**src/rtl/dps_pkg.sv**
```systemverilog
package dps_pkg;

   typedef enum logic [3:0] {
      ST_IDLE,
      ST_ROW_SET,
      ST_RAS_HOLD,
      ST_COL_SET,
      ST_CAS_ACT,
      ST_CAS_PRE,
      ST_PAGE,
      ST_RAS_PRE,
      ST_REF_SET,
      ST_REF_ACT
   } seq_state_e;

endpackage

```
**src/rtl/dps_delay_cnt.sv**
```systemverilog
module dps_delay_cnt #(
   parameter int CNT_W = 8
) (
   input  logic             clk,
   input  logic             rst_n,
   input  logic             load,
   input  logic [CNT_W-1:0] load_val,
   output logic             expired
);

   logic [CNT_W-1:0] cnt_q;

   always_ff @(posedge clk or negedge rst_n) begin
      if (!rst_n)
         cnt_q <= '0;
      else if (load)
         cnt_q <= load_val;
      else if (cnt_q != '0)
         cnt_q <= cnt_q - 1'b1;
   end

   assign expired = (cnt_q == '0);

   // an expired count stays expired until reloaded
   a_r6_cnt_rests: assert property (@(posedge clk) disable iff (!rst_n)
      (!load && expired) |=> expired);

endmodule

```
**src/rtl/dps_open_row.sv**
```systemverilog
module dps_open_row #(
   parameter int PIN_W = 7
) (
   input  logic             clk,
   input  logic             rst_n,
   input  logic             open_en,
   input  logic [PIN_W-1:0] open_row,
   input  logic             close_en,
   input  logic [PIN_W-1:0] probe_row,
   output logic             row_hit
);

   logic             open_q;
   logic [PIN_W-1:0] row_q;

   always_ff @(posedge clk or negedge rst_n) begin
      if (!rst_n) begin
         open_q <= 1'b0;
         row_q  <= '0;
      end else if (open_en) begin
         open_q <= 1'b1;
         row_q  <= open_row;
      end else if (close_en) begin
         open_q <= 1'b0;
      end
   end

   assign row_hit = open_q && (row_q == probe_row);

   // a page is never opened and closed in the same cycle
   a_r5_open_close_excl: assert property (@(posedge clk) disable iff (!rst_n)
      !(open_en && close_en));

endmodule

```
**src/rtl/dps_ref_row.sv**
```systemverilog
module dps_ref_row #(
   parameter int PIN_W = 7
) (
   input  logic             clk,
   input  logic             rst_n,
   input  logic             advance,
   output logic [PIN_W-1:0] ref_row
);

   logic [PIN_W-1:0] row_q;

   always_ff @(posedge clk or negedge rst_n) begin
      if (!rst_n)
         row_q <= '0;
      else if (advance)
         row_q <= row_q + 1'b1;
   end

   assign ref_row = row_q;

   // the refresh row only moves when a refresh completes
   a_r8_ref_row_hold: assert property (@(posedge clk) disable iff (!rst_n)
      !advance |=> $stable(row_q));

endmodule

```
**src/rtl/dram_page_seq.sv**
```systemverilog
module dram_page_seq #(
   parameter int PIN_W        = 7,
   parameter bit ROW_IN_MSB   = 1'b1,
   parameter int CNT_W        = 8,
   parameter int RAS_HOLD_CYC = 1,
   parameter int CAS_LOW_CYC  = 5,
   parameter int CAS_PRE_CYC  = 3,
   parameter int RAS_PRE_CYC  = 5,
   parameter int REF_LOW_CYC  = 8
) (
   input  logic                 clk,
   input  logic                 rst_n,
   input  logic                 req_valid,
   output logic                 req_ready,
   input  logic                 req_write,
   input  logic [2*PIN_W-1:0]   req_addr,
   input  logic                 req_wdata,
   output logic                 rd_valid,
   output logic                 rd_data,
   input  logic                 ref_grant,
   output logic                 ref_ack,
   output logic                 dram_ras_n,
   output logic                 dram_cas_n,
   output logic                 dram_we_n,
   output logic [PIN_W-1:0]     dram_a,
   output logic                 dram_din,
   input  logic                 dram_dout
);
   import dps_pkg::*;

   localparam int CNT_MAX = (1 << CNT_W) - 1;
   localparam logic [CNT_W-1:0] L_RAH  = CNT_W'(RAS_HOLD_CYC - 1);
   localparam logic [CNT_W-1:0] L_CASL = CNT_W'(CAS_LOW_CYC - 1);
   localparam logic [CNT_W-1:0] L_CASP = CNT_W'(CAS_PRE_CYC - 1);
   localparam logic [CNT_W-1:0] L_RP   = CNT_W'(RAS_PRE_CYC - 1);
   localparam logic [CNT_W-1:0] L_REF  = CNT_W'(REF_LOW_CYC - 1);

   // elaboration-time parameter checks
   if (PIN_W < 1) begin : g_bad_pin_w
      $error("PIN_W must be at least 1");
   end
   if (RAS_HOLD_CYC < 1 || RAS_HOLD_CYC > CNT_MAX) begin : g_bad_rah
      $error("RAS_HOLD_CYC out of counter range");
   end
   if (CAS_LOW_CYC < 1 || CAS_LOW_CYC > CNT_MAX) begin : g_bad_casl
      $error("CAS_LOW_CYC out of counter range");
   end
   if (CAS_PRE_CYC < 1 || CAS_PRE_CYC > CNT_MAX) begin : g_bad_casp
      $error("CAS_PRE_CYC out of counter range");
   end
   if (RAS_PRE_CYC < 1 || RAS_PRE_CYC > CNT_MAX) begin : g_bad_rp
      $error("RAS_PRE_CYC out of counter range");
   end
   if (REF_LOW_CYC < 1 || REF_LOW_CYC > CNT_MAX) begin : g_bad_ref
      $error("REF_LOW_CYC out of counter range");
   end

   // address split: the row half sits high or low in the request word
   logic [PIN_W-1:0] req_row, req_col;
   if (ROW_IN_MSB) begin : g_row_msb
      assign req_row = req_addr[2*PIN_W-1:PIN_W];
      assign req_col = req_addr[PIN_W-1:0];
   end else begin : g_row_lsb
      assign req_row = req_addr[PIN_W-1:0];
      assign req_col = req_addr[2*PIN_W-1:PIN_W];
   end

   seq_state_e       st_q, st_d;
   logic             cnt_load, expired;
   logic [CNT_W-1:0] cnt_val;
   logic             accept, open_en, close_en, row_hit, ref_done;
   logic [PIN_W-1:0] ref_row;
   logic [PIN_W-1:0] cur_row, cur_col;
   logic             cur_wr, cur_wd;
   logic             rd_valid_q, rd_data_q, ref_ack_q;

   dps_delay_cnt #(.CNT_W(CNT_W)) u_cnt (
      .clk      (clk),
      .rst_n    (rst_n),
      .load     (cnt_load),
      .load_val (cnt_val),
      .expired  (expired)
   );

   dps_open_row #(.PIN_W(PIN_W)) u_page (
      .clk       (clk),
      .rst_n     (rst_n),
      .open_en   (open_en),
      .open_row  (req_row),
      .close_en  (close_en),
      .probe_row (req_row),
      .row_hit   (row_hit)
   );

   dps_ref_row #(.PIN_W(PIN_W)) u_ref (
      .clk     (clk),
      .rst_n   (rst_n),
      .advance (ref_done),
      .ref_row (ref_row)
   );

   assign req_ready = !ref_grant &&
                      ((st_q == ST_IDLE) || ((st_q == ST_PAGE) && row_hit));
   assign ref_done  = (st_q == ST_REF_ACT) && expired;

   always_comb begin
      st_d     = st_q;
      cnt_load = 1'b0;
      cnt_val  = '0;
      accept   = 1'b0;
      open_en  = 1'b0;
      close_en = 1'b0;
      case (st_q)
         ST_IDLE: begin
            if (ref_grant) begin
               st_d = ST_REF_SET;
            end else if (req_valid) begin
               st_d    = ST_ROW_SET;
               accept  = 1'b1;
               open_en = 1'b1;
            end
         end
         ST_ROW_SET: begin
            st_d     = ST_RAS_HOLD;
            cnt_load = 1'b1;
            cnt_val  = L_RAH;
         end
         ST_RAS_HOLD: begin
            if (expired) st_d = ST_COL_SET;
         end
         ST_COL_SET: begin
            st_d     = ST_CAS_ACT;
            cnt_load = 1'b1;
            cnt_val  = L_CASL;
         end
         ST_CAS_ACT: begin
            if (expired) begin
               st_d     = ST_CAS_PRE;
               cnt_load = 1'b1;
               cnt_val  = L_CASP;
            end
         end
         ST_CAS_PRE: begin
            if (expired) st_d = ST_PAGE;
         end
         ST_PAGE: begin
            if (ref_grant || (req_valid && !row_hit)) begin
               st_d     = ST_RAS_PRE;
               cnt_load = 1'b1;
               cnt_val  = L_RP;
               close_en = 1'b1;
            end else if (req_valid) begin
               st_d   = ST_COL_SET;
               accept = 1'b1;
            end
         end
         ST_RAS_PRE: begin
            if (expired) st_d = ST_IDLE;
         end
         ST_REF_SET: begin
            st_d     = ST_REF_ACT;
            cnt_load = 1'b1;
            cnt_val  = L_REF;
         end
         ST_REF_ACT: begin
            if (expired) begin
               st_d     = ST_RAS_PRE;
               cnt_load = 1'b1;
               cnt_val  = L_RP;
            end
         end
         default: st_d = ST_IDLE;
      endcase
   end

   always_ff @(posedge clk or negedge rst_n) begin
      if (!rst_n) begin
         st_q       <= ST_IDLE;
         cur_row    <= '0;
         cur_col    <= '0;
         cur_wr     <= 1'b0;
         cur_wd     <= 1'b0;
         rd_valid_q <= 1'b0;
         rd_data_q  <= 1'b0;
         ref_ack_q  <= 1'b0;
      end else begin
         st_q       <= st_d;
         rd_valid_q <= 1'b0;
         ref_ack_q  <= ref_done;
         if (accept) begin
            cur_row <= req_row;
            cur_col <= req_col;
            cur_wr  <= req_write;
            cur_wd  <= req_wdata;
         end
         if ((st_q == ST_CAS_ACT) && expired && !cur_wr) begin
            rd_valid_q <= 1'b1;
            rd_data_q  <= dram_dout;
         end
      end
   end

   // pin decode
   always_comb begin
      dram_ras_n = 1'b1;
      dram_cas_n = 1'b1;
      dram_we_n  = 1'b1;
      dram_a     = cur_col;
      case (st_q)
         ST_IDLE, ST_ROW_SET, ST_RAS_PRE: dram_a = cur_row;
         ST_RAS_HOLD: begin
            dram_ras_n = 1'b0;
            dram_a     = cur_row;
         end
         ST_COL_SET: begin
            dram_ras_n = 1'b0;
            dram_we_n  = !cur_wr;
         end
         ST_CAS_ACT: begin
            dram_ras_n = 1'b0;
            dram_cas_n = 1'b0;
            dram_we_n  = !cur_wr;
         end
         ST_CAS_PRE, ST_PAGE: dram_ras_n = 1'b0;
         ST_REF_SET: dram_a = ref_row;
         ST_REF_ACT: begin
            dram_ras_n = 1'b0;
            dram_a     = ref_row;
         end
         default: ;
      endcase
   end

   assign dram_din = cur_wd;
   assign rd_valid = rd_valid_q;
   assign rd_data  = rd_data_q;
   assign ref_ack  = ref_ack_q;

   // column strobe only inside an open row
   a_r2_cas_in_row: assert property (@(posedge clk) disable iff (!rst_n)
      $fell(dram_cas_n) |-> !dram_ras_n);
   // address pins frozen while the column strobe is low
   a_r2_addr_frozen: assert property (@(posedge clk) disable iff (!rst_n)
      !dram_cas_n |-> $stable(dram_a));
   // write enable leads the column strobe
   a_r3_early_write: assert property (@(posedge clk) disable iff (!rst_n)
      ($fell(dram_cas_n) && !dram_we_n) |-> ($past(dram_we_n) == 1'b0));
   // write enable does not move while the column strobe is low
   a_r4_we_steady: assert property (@(posedge clk) disable iff (!rst_n)
      (!dram_cas_n && !$fell(dram_cas_n)) |-> $stable(dram_we_n));
   // read valid is a single-cycle pulse
   a_r4_rd_pulse: assert property (@(posedge clk) disable iff (!rst_n)
      rd_valid |=> !rd_valid);
   // a page hit keeps the row strobe low
   a_r5_hit_keeps_row: assert property (@(posedge clk) disable iff (!rst_n)
      (req_valid && req_ready && !dram_ras_n) |=> !dram_ras_n);
   // row precharge lasts more than one cycle
   a_r7_row_precharge: assert property (@(posedge clk) disable iff (!rst_n)
      $rose(dram_ras_n) |=> dram_ras_n);
   // refresh ack arrives with both strobes high
   a_r8_ack_quiet: assert property (@(posedge clk) disable iff (!rst_n)
      ref_ack |-> (dram_ras_n && dram_cas_n));
   // no request taken while the column strobe is low
   a_r9_no_take_cas: assert property (@(posedge clk) disable iff (!rst_n)
      (req_valid && req_ready) |-> dram_cas_n);

endmodule

```
**config.mk**
```make
export PLATFORM = sky130hd
export DESIGN_NAME = dram_page_seq
export DESIGN_NICKNAME = d
export VERILOG_FILES = /design/src/rtl/dps_pkg.sv /design/src/rtl/dps_delay_cnt.sv /design/src/rtl/dps_open_row.sv /design/src/rtl/dps_ref_row.sv /design/src/rtl/dram_page_seq.sv
export SDC_FILE = /design/constraint.sdc
export NUM_CORES = 1
export LEC_CHECK = 0
export BUFFER_PORTS_ARGS = -buffer_cell sky130_fd_sc_hd__buf_2
export CORE_UTILIZATION = 30
export CTS_CLUSTER_SIZE = 30
export DETAILED_ROUTE_END_ITERATION = 16
export PLACE_DENSITY_LB_ADDON = 0.05
export REMOVE_ABC_BUFFERS = 1
export SLEW_MARGIN = 30
export SYNTH_ARGS = -nofsm -noshare
export SYNTH_HDL_FRONTEND = slang
export SYNTH_SLANG_ARGS = --single-unit
```
**constraint.sdc**
```tcl
create_clock -name clk -period 2.2 [get_ports clk]
set_clock_uncertainty 0.15 [all_clocks]
set_input_delay 0.44 -clock clk [delete_from_list [all_inputs] [get_ports clk]]
set_output_delay 0.44 -clock clk [all_outputs]
set_load 0.01 [all_outputs]
```
==> results_dict.tcl, run 1 <==
set metrics [dict create \
    ir_drop_mv 0.4439 \
    arrival_ns 1.67 \
    post_drt_wl_per_cell_microns 14.95 \
    ys_seq_elements 46 \
    vias 1951 \
    htree_num_levels 2 \
    syn_area_per_cell_sq_um 10.53 \
    synth_adder_area_share_pct 1.517 \
    cts_buffers 5 \
    min_period_ns 2.258 \
    grt_pass1_vias 1971 \
    synth_top_area_share_pct 46.54 \
    outcome "finished with violations" \
    die_h_microns 92.81 \
    synth_warnings 0 \
    clk_pin_slew_ns 0.09 \
    cts_buffer_depth 2 \
    place_ws_ns 0.01304 \
    crit_type "reg -> out" \
    synth_common_cells "46 x dfrtp_1, 29 x nand2_1, 17 x mux2_1" \
    root_buffer "clkbuf_8" \
    ys_seq_area_share_pct 46.54 \
    clockPowerShare_pct 11.9 \
    report.final.slew_viol_count 0 \
    powerDensity_mw_per_mm2 1441 \
    grt_pass1_wl_mm 9.825 \
    num-nets-final 323 \
    grt_antenna_before_repair 0 \
    power_mw 4.571 \
    clock_latency_ns 0.31 \
    fin_ws_ns -0.05835 \
    synth_area_leaders "dfrtp_1 47%, mux2_1 7.7%, xnor2_1 5.7%" \
    async_reset_ff_share_pct 100.0 \
    min_from "req_addr[5]" \
    cts.sink_count 46 \
    cts_tree "built" \
    worstHoldPathCells 2 \
    period_share_pct 102.7 \
    yosys.area.top_type "dfrtp_1" \
    rsz0062_at_grt "true" \
    synth_simple_gate_area_share_pct 18.16 \
    hpwl_mm 4.263 \
    area_delta_synth_final_pct 28.28 \
    setup_viol 8 \
    min_path_type "in -> reg" \
    hold_viol 0 \
    finalWirelength_mm 6.011 \
    die_x_microns 92.81 \
    synth_cells 235 \
    dr.pass1.iters 4 \
    ys_types 54 \
    yosysMostFrequentCell "dfrtp_1" \
    min_to "cur_col[5]$_DFFE_PN0P_" \
    synth-compound-area-share_pct 10.93 \
    worstMarginPinSlew_ns 0.4654 \
    ant_nets 0 \
    gp_congestion 0.7693 \
    reg2reg_from "st_q[2]$_DFFE_PN0P_" \
    grt_max_degree 47 \
    r2r_slack_ns 0.11 \
    core-area_sq_mm 0.007848 \
    synth-xor-area-share_pct 7.081 \
    io_buffers 35 \
    max_slew_margin_pct 68.90 \
    syn_area_sq_mm 0.002474 \
    track_usage_pct 14.94 \
    dieArea_sq_mm 0.008613 \
    overflow 0 \
    start_util_pct 31.52 \
    synth-edff-count 0 \
    combinationalPowerShare_pct 56.3 \
    path_max_fanout 9 \
    drive_gt1_share_pct 36.33 \
    synth_top_family_by_area "simple AND/OR/NAND/NOR gates" \
    leakagePower_nw 1.451 \
    r2r-end "u_ref.ref_row[1]$_DFFE_PN0P_" \
    cp-start-kind "flip-flop" \
    fin_setup_tns_ns -0.3888 \
    p_switching_mw 1.858 \
    rows 32 \
    drcViolationCount 0 \
    fmax_mhz 442.8 \
    synth.area.mux_share_pct 11.79 \
    endpoint_kind "output port" \
    nFillCells 815 \
    via_per_inst 4.853 \
    diodes 0 \
    worstPathRequired_ns 1.61 \
    violations "setup timing" \
    io-pin-count 36 \
    r2r_cells 7 \
    first_iter_violations 53 \
    p_int_mw 2.713 \
    switching_share_pct 40.65 \
    p_seq_share_pct 31.8 \
    synthFlopType "dfrtp_1" \
    cap_violations 0 \
]
## metal layers
metal  track usage, %  part of all wire [%]
met5                0                     0
met3            3.120                   3.9
met4            5.385                   1.7
met2            24.26                    48
met1            19.54                    47
## layout make-up
cell class	count	area, sq um	area share (%)
tap	102	127.6	4.022
inverter	6	25.02	0.7886
timing repair buffer	68	473.0	14.91
clock inverter	3	21.27	0.6703
clock buffer	5	68.82	2.169
multi-input combinational	172	1303	41.05
sequential	46	1155	36.40
## critical path, stage by stage, from the launching register on
cell,delay [ns]
dfrtp_2,0.47
buf_4,0.16
nor3b_4,0.15
buf_6,0.14
a22oi_1,0.22
nand2_1,0.08
buf_2,0.14
## through the flow
step | hold slack [ns] | utilization (%) | instances | area [sq um]
after floorplan | -0.005591 | - | 224 | 2397
after global placement | 0.3039 | 36.73 | 382 | 2883
after detailed placement | 0.3016 | 36.73 | 382 | 2883
after CTS | 0.1765 | 38.78 | 395 | 3043
after global routing | 0.1796 | 40.43 | 402 | 3173
final | 0.1830 | 40.43 | 402 | 3173
## registers in the layout (all words and copies together), names as in the netlist, 4 cells and up
name / count
u_cnt.cnt_q: 8
cur_col: 7
cur_row: 7
u_page.row_q: 7
u_ref.ref_row: 7
st_q: 4
## worst max-delay path by stage
stage,from,endpoint,slack (ns),cells past startpoint
6_report,st_q[3]$_DFFE_PN0P_,dram_a[6],-0.06,6
5_1_grt,st_q[2]$_DFFE_PN0P_,dram_a[6],-0.17,7
4_1_cts,st_q[2]$_DFFE_PN0P_,dram_a[6],-0.04,7
3_5_place_dp,u_cnt.cnt_q[0]$_DFFE_PN0P_,u_cnt.cnt_q[1]$_DFFE_PN0P_,0.01,7
3_3_place_gp,u_cnt.cnt_q[0]$_DFFE_PN0P_,u_cnt.cnt_q[1]$_DFFE_PN0P_,0.08,7
2_1_floorplan,u_cnt.cnt_q[0]$_DFFE_PN0P_,u_cnt.cnt_q[1]$_DFFE_PN0P_,0.03,7
## cell usage in the layout, fill, tap and decap left out, types with 2 or more instances in the layout
master,count
mux2_2,8
a211o_1,2
nor4_2,2
ha_1,3
a31oi_1,2
xor2_1,4
nand3_2,2
and2_1,3
dfrtp_1,43
nor3_1,5
and3_1,3
nand2_1,28
nor3b_4,2
a21oi_1,4
o21ai_1,2
buf_4,25
dfrtp_2,3
a21o_1,2
clkbuf_8,5
a21oi_2,2
buf_12,2
o21ai_0,5
buf_6,4
nand4_1,4
xnor2_1,16
a22oi_1,7
nor2_1,14
nand2b_1,3
mux2_1,17
buf_2,35
inv_1,5
nor2_4,3
nand3_1,3
## kinds of logic after synthesis
logic type                 count (synthesis)
AOI/OAI and AO/OA                         38
muxes                                     26
and+or+nand+nor                           85
DFF                                       46
adders and majority gates                  3
buffers and inverters                     17
xor gates and xnor gates                  20
## power groups by stage
stage	Combinational [mW]	Clock, mW	Sequential [mW]
floorplan	1.35	0	1.48
global placement	2.24	0	1.46
finish	2.58	0.543	1.45
global route	2.85	0.597	1.50
detailed placement	2.24	0	1.46
CTS	2.35	0.571	1.44
## what timing repair did
action                                 4_1_cts  5_1_grt
buffers inserted                             5        7
gates resized for setup                     10       20
endpoints found under the hold margin       46        0
pin swaps                                    2        7
setup endpoints to repair                   11       13
cloned                                       0        0
hold buffers                                 1        0
Power figures use the tool's default switching activity.
==> run 2, diff against run 1 <==
--- a/config.mk
+++ b/config.mk
@@ -14,4 +14,5 @@
 export SLEW_MARGIN = 30
 export SYNTH_ARGS = -nofsm -noshare
 export SYNTH_HDL_FRONTEND = slang
+export SYNTH_HIERARCHICAL = 1
 export SYNTH_SLANG_ARGS = --single-unit
==> run 2 against run 1 <==
Largest power group unchanged. Critical path depth is 6 higher. Combinational power down 5%. Synthesized cell count grew 2.1%. The flow still finishes with violations (setup timing).
==> results_dict.tcl, run 2 <==
set metrics [dict create \
    diodes 0 \
    cap_violations 0 \
    dieArea_sq_mm 0.009030 \
    worstMarginPinSlew_ns 0.8247 \
    whs_ns 0.2066 \
    grt_pass1_vias 2197 \
    ys_types 55 \
    ant_nets 0 \
    yosysMostFrequentCell "dfrtp_1" \
    nFillCells 797 \
    synth_area_leaders "dfrtp_1 44%, mux2_4 9.8%, xnor2_1 4.0%" \
    fin_ws_ns -0.1549 \
    grt_antenna_before_repair 0 \
    synth-edff-count 0 \
    ir_drop_mv 0.4077 \
    endpoint_kind "flip-flop" \
    async_reset_ff_share_pct 100.0 \
    violations "setup timing" \
    largest_reg_flops 8 \
    reg2reg_from "u_cnt/cnt_q[0]$_DFFE_PN0P_" \
    gp_congestion 0.8102 \
    track_usage_pct 16.06 \
    fmax_mhz 424.6 \
    hold_viol 0 \
    fin_area_sq_mm 0.003807 \
    grt_max_degree 23 \
    yosys.area.top_type "dfrtp_1" \
    die_h_microns 95.03 \
    powerDensity_mw_per_mm2 1157 \
    synth_top_area_share_pct 44.34 \
    ys_seq_area_share_pct 44.34 \
    io-pin-count 36 \
    cts.sink_count 46 \
    place_ws_ns -0.4043 \
    cts_buffer_depth 2 \
    grt_pass1_wl_mm 10.96 \
    setup_viol 23 \
    via_per_inst 4.929 \
    synth_warnings 6 \
    cp-start-kind "flip-flop" \
    finish.utilization_pct 45.88 \
    period_share_pct 107.0 \
    overflow 0 \
    drive_gt1_share_pct 54.07 \
    fin_setup_tns_ns -1.906 \
    htree_num_levels 2 \
    final_common_cell "buf_4" \
    clk_pin_slew_ns 0.10 \
    root_buffer "clkbuf_8" \
    synthFlopType "dfrtp_1" \
    r2r_cells 12 \
    clock_latency_ns 0.31 \
    num-nets-final 366 \
    layout_common_cells "53 x buf_4, 43 x dfrtp_1, 35 x buf_2" \
    core-area_sq_mm 0.008299 \
    syn_area_per_cell_sq_um 10.82 \
    critPathLaunch "u_cnt/cnt_q[0]$_DFFE_PN0P_" \
    min_path_type "in -> reg" \
    start_util_pct 31.28 \
    syn_area_sq_mm 0.002596 \
    worstPathRequired_ns 2.27 \
    max_slew_margin_pct 44.51 \
    synth_cells 240 \
    r2r_slack_ns -0.15 \
    finalWirelength_mm 6.895 \
    path_max_fanout 6 \
    outcome "finished with violations" \
    largest_register "u_cnt/cnt_q" \
    crit_type "reg -> reg" \
    post_drt_wl_per_cell_microns 15.36 \
    synth_common_cells "46 x dfrtp_1, 17 x mux2_4, 15 x nor2_1" \
    drcViolationCount 0 \
    area_delta_synth_final_pct 46.65 \
    cts_buffers 5 \
    placed_area_sq_mm 0.003194 \
    dr.pass1.iters 4 \
    first_iter_violations 51 \
    leakagePower_nw 1.823 \
    report.final.slew_viol_count 0 \
    die_x_microns 95.03 \
    hpwl_mm 4.655 \
    min_to "cur_col[2]$_DFFE_PN0P_" \
    vias 2213 \
    rows 33 \
    worstHoldPathCells 2 \
    arrival_ns 2.43 \
    r2r-end "u_cnt/cnt_q[5]$_DFFE_PN0P_" \
    io_buffers 35 \
    rsz0062_at_grt "true" \
    ys_seq_elements 46 \
    min_from "req_addr[2]" \
    min_period_ns 2.355 \
    cts_tree "built" \
]
## run 2: cell types whose count changed after synthesis, sizes merged, moves of 3 or more
cell / previous run / this run
and2: 3 / 0
a21oi: 6 / 10
xnor2: 16 / 12
a21o: 2 / 9
nand2: 29 / 14
o21ai: 8 / 4
a22o: 0 / 7
a22oi: 7 / 1
o22ai: 1 / 4
o31ai: 0 / 3
nor2b: 2 / 7
## run 2: kinds of logic after synthesis
kind of cell | after synthesis | share of synthesized area (%)
simple gates | 73 | 15.08
compound gates | 58 | 16.58
flops | 46 | 44.34
mux | 26 | 13.73
xor+xnor | 17 | 5.735
buf+inv | 17 | 3.421
fa+ha+maj | 2 | 0.9637
other cells | 1 | 0.1444
## run 2: how the worst max path moves through the flow
| stage | slack [ns] | depth (start not counted) | to |
|---|---|---|---|
| 2_1_floorplan | -1.14 | 11 | u_cnt/cnt_q[6]$_DFFE_PN0P_ |
| 3_3_place_gp | -0.30 | 11 | u_cnt/cnt_q[5]$_DFFE_PN0P_ |
| 3_5_place_dp | -0.40 | 11 | u_cnt/cnt_q[5]$_DFFE_PN0P_ |
| 4_1_cts | -0.17 | 9 | u_cnt/cnt_q[6]$_DFFE_PN0P_ |
| 5_1_grt | -0.31 | 11 | u_ref/ref_row[5]$_DFFE_PN0P_ |
| 6_report | -0.15 | 12 | u_cnt/cnt_q[5]$_DFFE_PN0P_ |
## run 2: where the power goes
| part | internal, mW | total (mW) | switching [mW] |
|---|---|---|---|
| Clock | 0.237 | 0.575 | 0.338 |
| Combinational | 1.35 | 2.46 | 1.11 |
| Sequential | 1.14 | 1.37 | 0.227 |
| Total | 2.73 | 4.41 | 1.68 |
## run 2: layout make-up
| type | instances | area, sq um | share of cell area, % |
|---|---|---|---|
| Clock inverter | 3 | 26.28 | 0.6901 |
| Inverter | 6 | 25.02 | 0.6572 |
| Timing Repair Buffer | 103 | 762.0 | 20.01 |
| Sequential cell | 46 | 1155 | 30.33 |
| Clock buffer | 5 | 68.82 | 1.807 |
| Tap cell | 105 | 131.4 | 3.451 |
| Multi-Input combinational cell | 181 | 1639 | 43.05 |
## run 2: layer usage
metal | wire, microns | GRT usage [%] | share of wire (%)
met5 | 0 | 0 | 0
met3 | 200 | 2.951 | 2.9
met1 | 3540 | 22.72 | 51
met4 | 71 | 4.545 | 1.0
met2 | 3083 | 25.00 | 45
## run 2: worst max-delay path, cell delays in order (launching register included)
cell and delay (ns):
dfrtp_1 0.40, inv_2 0.08, ha_4 0.14, or3b_4 0.40, nor2_4 0.16, inv_2 0.06
nor2_4 0.10, buf_6 0.11, o22ai_4 0.06, o32ai_4 0.16, buf_6 0.18, a21oi_4 0.04
a221oi_2 0.24
## run 2: timing repair
item | 4_1_cts | 5_1_grt
gates resized for setup | 45 | 38
hold buffers | 1 | 0
buffers inserted | 16 | 11
endpoints found under the setup margin | 26 | 31
endpoints found under the hold margin | 20 | 0
gates cloned | 0 | 0
pin swaps | 29 | 22
## run 2: stage by stage
step           instances  power [mW]
6_report             449       4.405
2_1_floorplan        233       2.473
3_5_place_dp         417       3.230
4_1_cts              440       4.089
3_3_place_gp         417       3.240
5_1_grt              449       4.722
